File: config.mk
export PLATFORM = sky130hd
export DESIGN_NAME = ternlog_unit
export DESIGN_NICKNAME = d
export VERILOG_FILES = /design/src/rtl/tl_pkg.sv /design/src/rtl/tl_unpack.sv /design/src/rtl/tl_lut_bank.sv /design/src/rtl/tl_merge.sv /design/src/rtl/ternlog_unit.sv
export SDC_FILE = /design/constraint.sdc
export NUM_CORES = 1
export LEC_CHECK = 0
export BUFFER_PORTS_ARGS = -buffer_cell sky130_fd_sc_hd__buf_2
export CORE_MARGIN = 1.5
export CORE_UTILIZATION = 49
export DETAILED_ROUTE_END_ITERATION = 7
export PLACE_DENSITY = 0.92
export SYNTH_ARGS = -nofsm -noshare
export SYNTH_HDL_FRONTEND = slang
export SYNTH_SLANG_ARGS = --single-unit
File: constraint.sdc
create_clock -name clk -period 1.25 [get_ports clk]
set_clock_uncertainty 0.2 [all_clocks]
set_input_delay 0.1875 -clock clk [delete_from_list [all_inputs] [get_ports clk]]
set_output_delay 0.1875 -clock clk [all_outputs]
set_load 0.01 [all_outputs]
File: src/rtl/tl_pkg.sv
package tl_pkg;
  typedef enum logic [1:0] {
    EW64 = 2'b00,
    EW32 = 2'b01,
    EW16 = 2'b10,
    EW8  = 2'b11
  } ew_e;

  localparam int IDX_W = 3;
  localparam int TBL_W = 1 << IDX_W;
  localparam int NUM_LEGAL = 3;
endpackage

File: src/rtl/tl_unpack.sv
module tl_unpack
  import tl_pkg::*;
#(
  parameter int DATA_W = 64,
  parameter int S64 = 16,
  parameter int S32 = 8,
  parameter int S16 = 2,
  localparam int MAX_S = S64
) (
  input  logic [DATA_W-1:0] op,
  input  ew_e               width,
  output logic [MAX_S-1:0]  slice_a,
  output logic [MAX_S-1:0]  slice_b,
  output logic [MAX_S-1:0]  slice_c,
  output logic [TBL_W-1:0]  table_bits,
  output logic [DATA_W-1:0] keep_mask,
  output logic              legal
);
  logic [MAX_S-1:0]  fa [NUM_LEGAL];
  logic [MAX_S-1:0]  fb [NUM_LEGAL];
  logic [MAX_S-1:0]  fc [NUM_LEGAL];
  logic [TBL_W-1:0]  ft [NUM_LEGAL];
  logic [DATA_W-1:0] fm [NUM_LEGAL];

  for (genvar g = 0; g < NUM_LEGAL; g++) begin : g_variant
    localparam int W = (g == 0) ? S64 : (g == 1) ? S32 : S16;
    always_comb begin
      fa[g] = '0;
      fb[g] = '0;
      fc[g] = '0;
      fa[g][W-1:0] = op[W-1:0];
      fb[g][W-1:0] = op[2*W-1:W];
      fc[g][W-1:0] = op[3*W-1:2*W];
      ft[g] = op[3*W +: TBL_W];
      fm[g] = {DATA_W{1'b1}} >> (DATA_W - W);
    end
  end

  always_comb begin
    slice_a    = '0;
    slice_b    = '0;
    slice_c    = '0;
    table_bits = '0;
    keep_mask  = '0;
    legal      = 1'b1;
    case (width)
      EW64: begin
        slice_a = fa[0]; slice_b = fb[0]; slice_c = fc[0];
        table_bits = ft[0]; keep_mask = fm[0];
      end
      EW32: begin
        slice_a = fa[1]; slice_b = fb[1]; slice_c = fc[1];
        table_bits = ft[1]; keep_mask = fm[1];
      end
      EW16: begin
        slice_a = fa[2]; slice_b = fb[2]; slice_c = fc[2];
        table_bits = ft[2]; keep_mask = fm[2];
      end
      default: legal = 1'b0;
    endcase
  end
endmodule

File: src/rtl/tl_lut_bank.sv
module tl_lut_bank
  import tl_pkg::*;
#(
  parameter int N = 16
) (
  input  logic [N-1:0]     a,
  input  logic [N-1:0]     b,
  input  logic [N-1:0]     c,
  input  logic [TBL_W-1:0] tbl,
  output logic [N-1:0]     y
);
  for (genvar i = 0; i < N; i++) begin : g_bit
    logic [IDX_W-1:0] idx;
    assign idx  = {a[i], b[i], c[i]};
    assign y[i] = tbl[idx];
  end
endmodule

File: src/rtl/tl_merge.sv
module tl_merge #(
  parameter int DATA_W = 64,
  parameter int LO_W = 16
) (
  input  logic [LO_W-1:0]   lo,
  input  logic [DATA_W-1:0] old,
  input  logic [DATA_W-1:0] mask,
  output logic [DATA_W-1:0] y
);
  logic [DATA_W-1:0] lo_ext;
  always_comb begin
    lo_ext = '0;
    lo_ext[LO_W-1:0] = lo;
  end
  assign y = (lo_ext & mask) | (old & ~mask);
endmodule

File: src/rtl/ternlog_unit.sv
module ternlog_unit
  import tl_pkg::*;
#(
  parameter int DATA_W = 64,
  parameter int S64 = 16,
  parameter int S32 = 8,
  parameter int S16 = 2
) (
  input  logic              clk,
  input  logic              rst_n,
  input  logic              in_valid,
  input  logic [1:0]        in_width,
  input  logic [DATA_W-1:0] in_operand,
  input  logic [DATA_W-1:0] in_old,
  output logic              out_valid,
  output logic              out_illegal,
  output logic [DATA_W-1:0] out_result
);
  localparam int MAX_S = S64;

  logic [MAX_S-1:0]  sa, sb, sc, lut_y;
  logic [TBL_W-1:0]  tbl;
  logic [DATA_W-1:0] mask, merged;
  logic              legal;

  tl_unpack #(
    .DATA_W(DATA_W), .S64(S64), .S32(S32), .S16(S16)
  ) u_unpack (
    .op(in_operand), .width(ew_e'(in_width)),
    .slice_a(sa), .slice_b(sb), .slice_c(sc),
    .table_bits(tbl), .keep_mask(mask), .legal(legal)
  );

  tl_lut_bank #(.N(MAX_S)) u_lut (
    .a(sa), .b(sb), .c(sc), .tbl(tbl), .y(lut_y)
  );

  tl_merge #(.DATA_W(DATA_W), .LO_W(MAX_S)) u_merge (
    .lo(lut_y), .old(in_old), .mask(mask), .y(merged)
  );

  always_ff @(posedge clk or negedge rst_n) begin
    if (!rst_n) begin
      out_valid   <= 1'b0;
      out_illegal <= 1'b0;
      out_result  <= '0;
    end else begin
      out_valid   <= in_valid && legal;
      out_illegal <= in_valid && !legal;
      if (in_valid && legal) out_result <= merged;
    end
  end
endmodule

Yosys cells after proc, flatten, opt, wreduce, memory -nomap -nowiden
Index checks and enable logic that the tools add are counted.
{ "word_totals": {"ff_bits": 66, "latch_bits": 0, "ramBits": 0, "rom_bits": 0, "inputBits": 133, "output_inout_bits": 66, "word_cells": 68, "memories": 0} }
{ "classes": {"addsub": 0, "multipliers": 0, "div": 0, "order_cmp": 16, "n_eq_ne": 2, "shift": 0, "muxes": 38, "n_bitwise": 4, "reduce_logical": 5} }
{ "op_table": {"columns": ["op", "count"], "rows": [
  ["$pmux 16 s3", 4],
  ["$and 64x64->64", 1],
  ["$lt 3x4->1 const B", 16],
  ["$not 16->64", 1],
  ["$or 64x64->64", 1],
  ["$bmux 1 s3", 16],
  ["$pmux 8 s3", 1],
  ["$mux 1", 17],
  ["$and 16x16->16", 1],
  ["$reduce_or 3->1", 1],
  ["$eq 2x1->1 const B", 1],
  ["$eq 2x2->1 const B", 1],
  ["$logic_and 1x1->1", 2],
  ["$logic_not 2->1", 1],
  ["$logic_not 1->1", 1]
]} }

Longest topological paths before layout
{ "logic_depth": {"word_depth": 6, "mapped_depth": 10, "mapped_depth_nobuf": 6} }

By module
From an unflattened synthesis, not the netlist that was laid out.
{ "unflattened": {"cells_unflattened": 417, "hier_area_um2": 5411.4} }
{ "by_module_without_submodules": {"columns": ["mod", "n_inst", "cells_each", "area_each_um2"], "rows": [
  ["ternlog_unit", 1, 140, 2642.5],
  ["tl_unpack", 1, 157, 1177.4],
  ["tl_lut_bank", 1, 56, 1051.0],
  ["tl_merge", 1, 64, 540.5]
]} }

Least setup slack after synthesis
OpenSTA, ideal clock, no wires.
{ "synth_path": {"kind": "input to register", "startpoint": "input port in_width[1]", "endpoint": "register out_result[0]", "setup_time_ns": 0.077, "arrival_time_ns": 1.684, "required_time_ns": 0.973, "path_slack_ns": -0.711, "stages": 7, "path_buffers": 2, "path_cell_list": "buf_6 > buf_12 > nand3b_1 > o21ai_1 > mux2_1 > mux4_2 > o21ai_1"} }
{ "synth_between": {"elab_chain_cells": 6, "word_cells_on_any_way": 17} }
{ "synth_rtl": {"columns": ["item", "line", "text"], "rows": [
  ["start: declaration", "ternlog_unit.sv:12", "input logic [1:0] in_width,"],
  ["$eq 2x2->1 (tied with other cells)", "tl_unpack.sv:46", "case (width)"],
  ["$pmux 8 s3 / $pmux 16 s3 (equally long branches)", "tl_unpack.sv:46", null],
  ["$bmux 1 s3", "tl_lut_bank.sv:15", "assign y[i] = tbl[idx];"],
  ["$mux 1 (not written as such)", "tl_lut_bank.sv:15", null],
  ["$and 16x16->16", "tl_merge.sv:15", "assign y = (lo_ext & mask) | (old & ~mask);"],
  ["$or 64x64->64", "tl_merge.sv:15", null],
  ["end signal: assignment", "ternlog_unit.sv:50", "if (in_valid && legal) out_result <= merged;"],
  ["end: declaration", "ternlog_unit.sv:17", "output logic [DATA_W-1:0] out_result"]
]} }
Parallel ways exist; a longest one is shown, timed or not. The select of a mux whose other input is x is not followed.
A chain may end at the register's enable or synchronous reset.

Final worst setup path
{ "layout_path": {"startpoint": "input port in_width[1]", "endpoint": "register out_result[7]"} }
The elaborated chain is that of the path after synthesis.

==> metrics <==
Post-DRT Antenna Nets=0; WHS=~0.027 ns; area of the die=just over 10000 um2; crit path time final=1.67 ns; Post-Syn Area=4700 um2; crit path from=in_width[1]; Yosys reg bits=66; Slew headroom=between 60% and 70%; sequential element share of the synthesized area=roughly a third; GPL Wtd Cong=between 0.9 and 1; area leader, netlist=dfrtp_1; maximum vdd drop=643 uV; synthesized instance count=569; area fraction of the dominant cell type after synthesis=35.1%; dpl cell area=6390 um2; H-tree levels=3; wire per inst=21.7 um; final hold vios=0; Sink Count=66; Pleak=3.93 nW; Final WS setup=-0.422 ns; CTS Root Cell=clkbuf_8; status=complete, but fails checks; Tcrit/Tclk final=134%; Layout area overhead=70.7%; All-Layer GR Usage=around 40%; f_max=between 0.5 and 0.6 GHz; cell area after layout=8030 um2; RSZ-0062 raised after global routing=yes; Final Util=86.5%; Filler Cell Count=475; Hold Startpoint=in_old[11]; GR Overflow Total=0; CTS tree=yes; CP required=1.26 ns; worst-margin pin slew=0.502 ns; setup violators final=102; power per cell area=roughly 1000 nW/um2; total I/O pin count=199; Mapped Nets=around 700; via/cell ratio=6.29; Reg area=1650 um2; clk_lat worst skew=0.33 ns; layout cells sized above 1=about 44%; Clock Pin Slew Worst Setup and Hold Paths=around 0.070 ns; Vias=6598; max-cap viol count=0; most frequent cells in the layout=buf_2, nand2_1, buf_4, dfrtp_1, dlygate4sd3_1; IO buf count=roughly 190; dpl hpwl=12.6 mm; row cnt=35; CTS Buf Count=9; kind of critical path=in -> reg; Die X=~100 um; ys flop type=dfrtp_1; Max Fanout on Critical Path=7; commonest non-fill, non-tap cell in the layout=buf_2; Hold WC Path Type=in -> reg; number of global-route vias before repair=6421; Worst Setup Start Kind=input pin; Clock Tree Buf Depth=2; final max-slew violation count=0; Die Ht=101 um; Async SR Flop Fraction=100%; aggregate routed wire length=22.8 mm; RR Startpoint=out_result[5]; Iter 0 DRT Violations=652; violated checks=negative setup slack; combined area of the multi-input logic cells=3080 um2; Synthesis Warnings=0; nets=1047; initial antenna violation count=1; Core Region=9280 um2; Synth cell types=51; first-pass GRT wire length=31.6 mm; pin count of the biggest net entering global routing=67; Crit. End Element=flip-flop; Mean Syn Cell Area=8.27 um2; drt pass-1 iters=6; CP arrival=roughly 1.7 ns; Initial Utilization=50.7%; DRC Markers=0; EDFF count, synth=0; top area cells in the synthesized netlist=dfrtp_1, nand2_1, mux2i_1
-- report_power, final --
part           internal, mW  switching [mW]
Sequential             2.41           0.201
Clock                  1.39           0.897
Combinational          1.54            1.57
Total                  5.33            2.67
-- sequential cells by signal, summed over array words and instances (netlist names) --
name,cells
out_illegal,1
out_valid,1
out_result,64
-- critical path, stage by stage --
cell and delay [ns]:
buf_12 0.10, buf_4 0.18, mux2i_4 0.28, buf_6 0.16, o221ai_1 0.17, o311ai_1 0.21, o221a_1 0.30, a31oi_1 0.08
-- cell families (layout without fill, tap and decap cells) --
family                 after synthesis  in the layout  share of synthesized area [%]
AO/OA/AOI/OAI                      145            145                           22.6
buffers and inverters               51            401                           5.24
flip-flops                          66             66                           35.1
multiplexers                        54             54                           12.1
other                                0              1                              0
AND/OR/NAND/NOR                    253            253                           24.9
-- through the flow --
step | TNS [ns] | instances | power [mW] | worst slack, ns
floorplan | -19.66 | 569 | 3.74 | -0.620
global placement | -38.93 | 929 | 4.69 | -0.697
detailed placement | -43.38 | 929 | 4.81 | -0.763
CTS | -3.34 | 1025 | 7.48 | -0.230
global route | -13.25 | 1049 | 8.31 | -0.441
finish | -9.16 | 1049 | 7.99 | -0.422
-- path summary, 6_finish.rpt --
path | end | slack [ns] | cells after the start
setup / recovery | out_result[7] | -0.42 | 8
hold / removal | out_result[11] | 0.03 | 3
setup reg to reg | out_result[5] | 0.09 | 3
hold reg to reg | out_result[63] | 0.27 | 2
max in group asynchronous | out_result[63] | 0.28 | 3
min in group asynchronous | out_result[48] | 0.25 | 3
-- synth_stat cells (2+ instances only) --
master and count:
a311oi_1 4, dfrtp_1 66, o31a_1 4, nand3_1 6, o21ai_0 24, nor3_1 2
buf_1 3, nand2b_1 20, o311ai_0 6, nand3b_1 32, buf_4 2, a21boi_0 3
a31oi_1 8, mux2i_1 48, nand2_1 170, inv_1 4, a21oi_1 23, o2111ai_1 11
o21ai_1 13, o221a_2 5, mux4_2 2, buf_2 10, nor2_2 6, a211oi_1 7
mux2_1 2, mux2_2 2, nor2_1 11, o221a_1 6, a22oi_1 2, o221ai_1 10
o311a_1 3, clkbuf_1 28, o2bb2ai_2 3, o21a_1 6
-- layout make-up --
cell class	instances	area share, %
inverters	5	0.234
repair buffers	380	35.6
diodes	1	0.0312
multi-input cells	452	38.4
clock inverters	6	1.40
clock buffers	10	1.71
well taps	129	2.01
flip-flops and latches	66	20.6
-- metal layers --
layer	share of wire, %	up-vias	track usage [%]
li1	-	2737	-
met1	34	3023	44.0
met2	46	636	68.8
met3	12	202	10.1
met4	8.0	0	26.0
met5	0	-	0
-- repair_timing --
action / 4_1_cts / 5_1_grt
gates cloned: 2 / 0
gates resized for setup: 62 / 33
buffers inserted: 20 / 23
endpoints found under the hold margin: 123 / 0
endpoints found under the setup margin: 123 / 124
hold buffers: 58 / 0
pin swaps: 15 / 4
(Power assumes the default switching activity.)
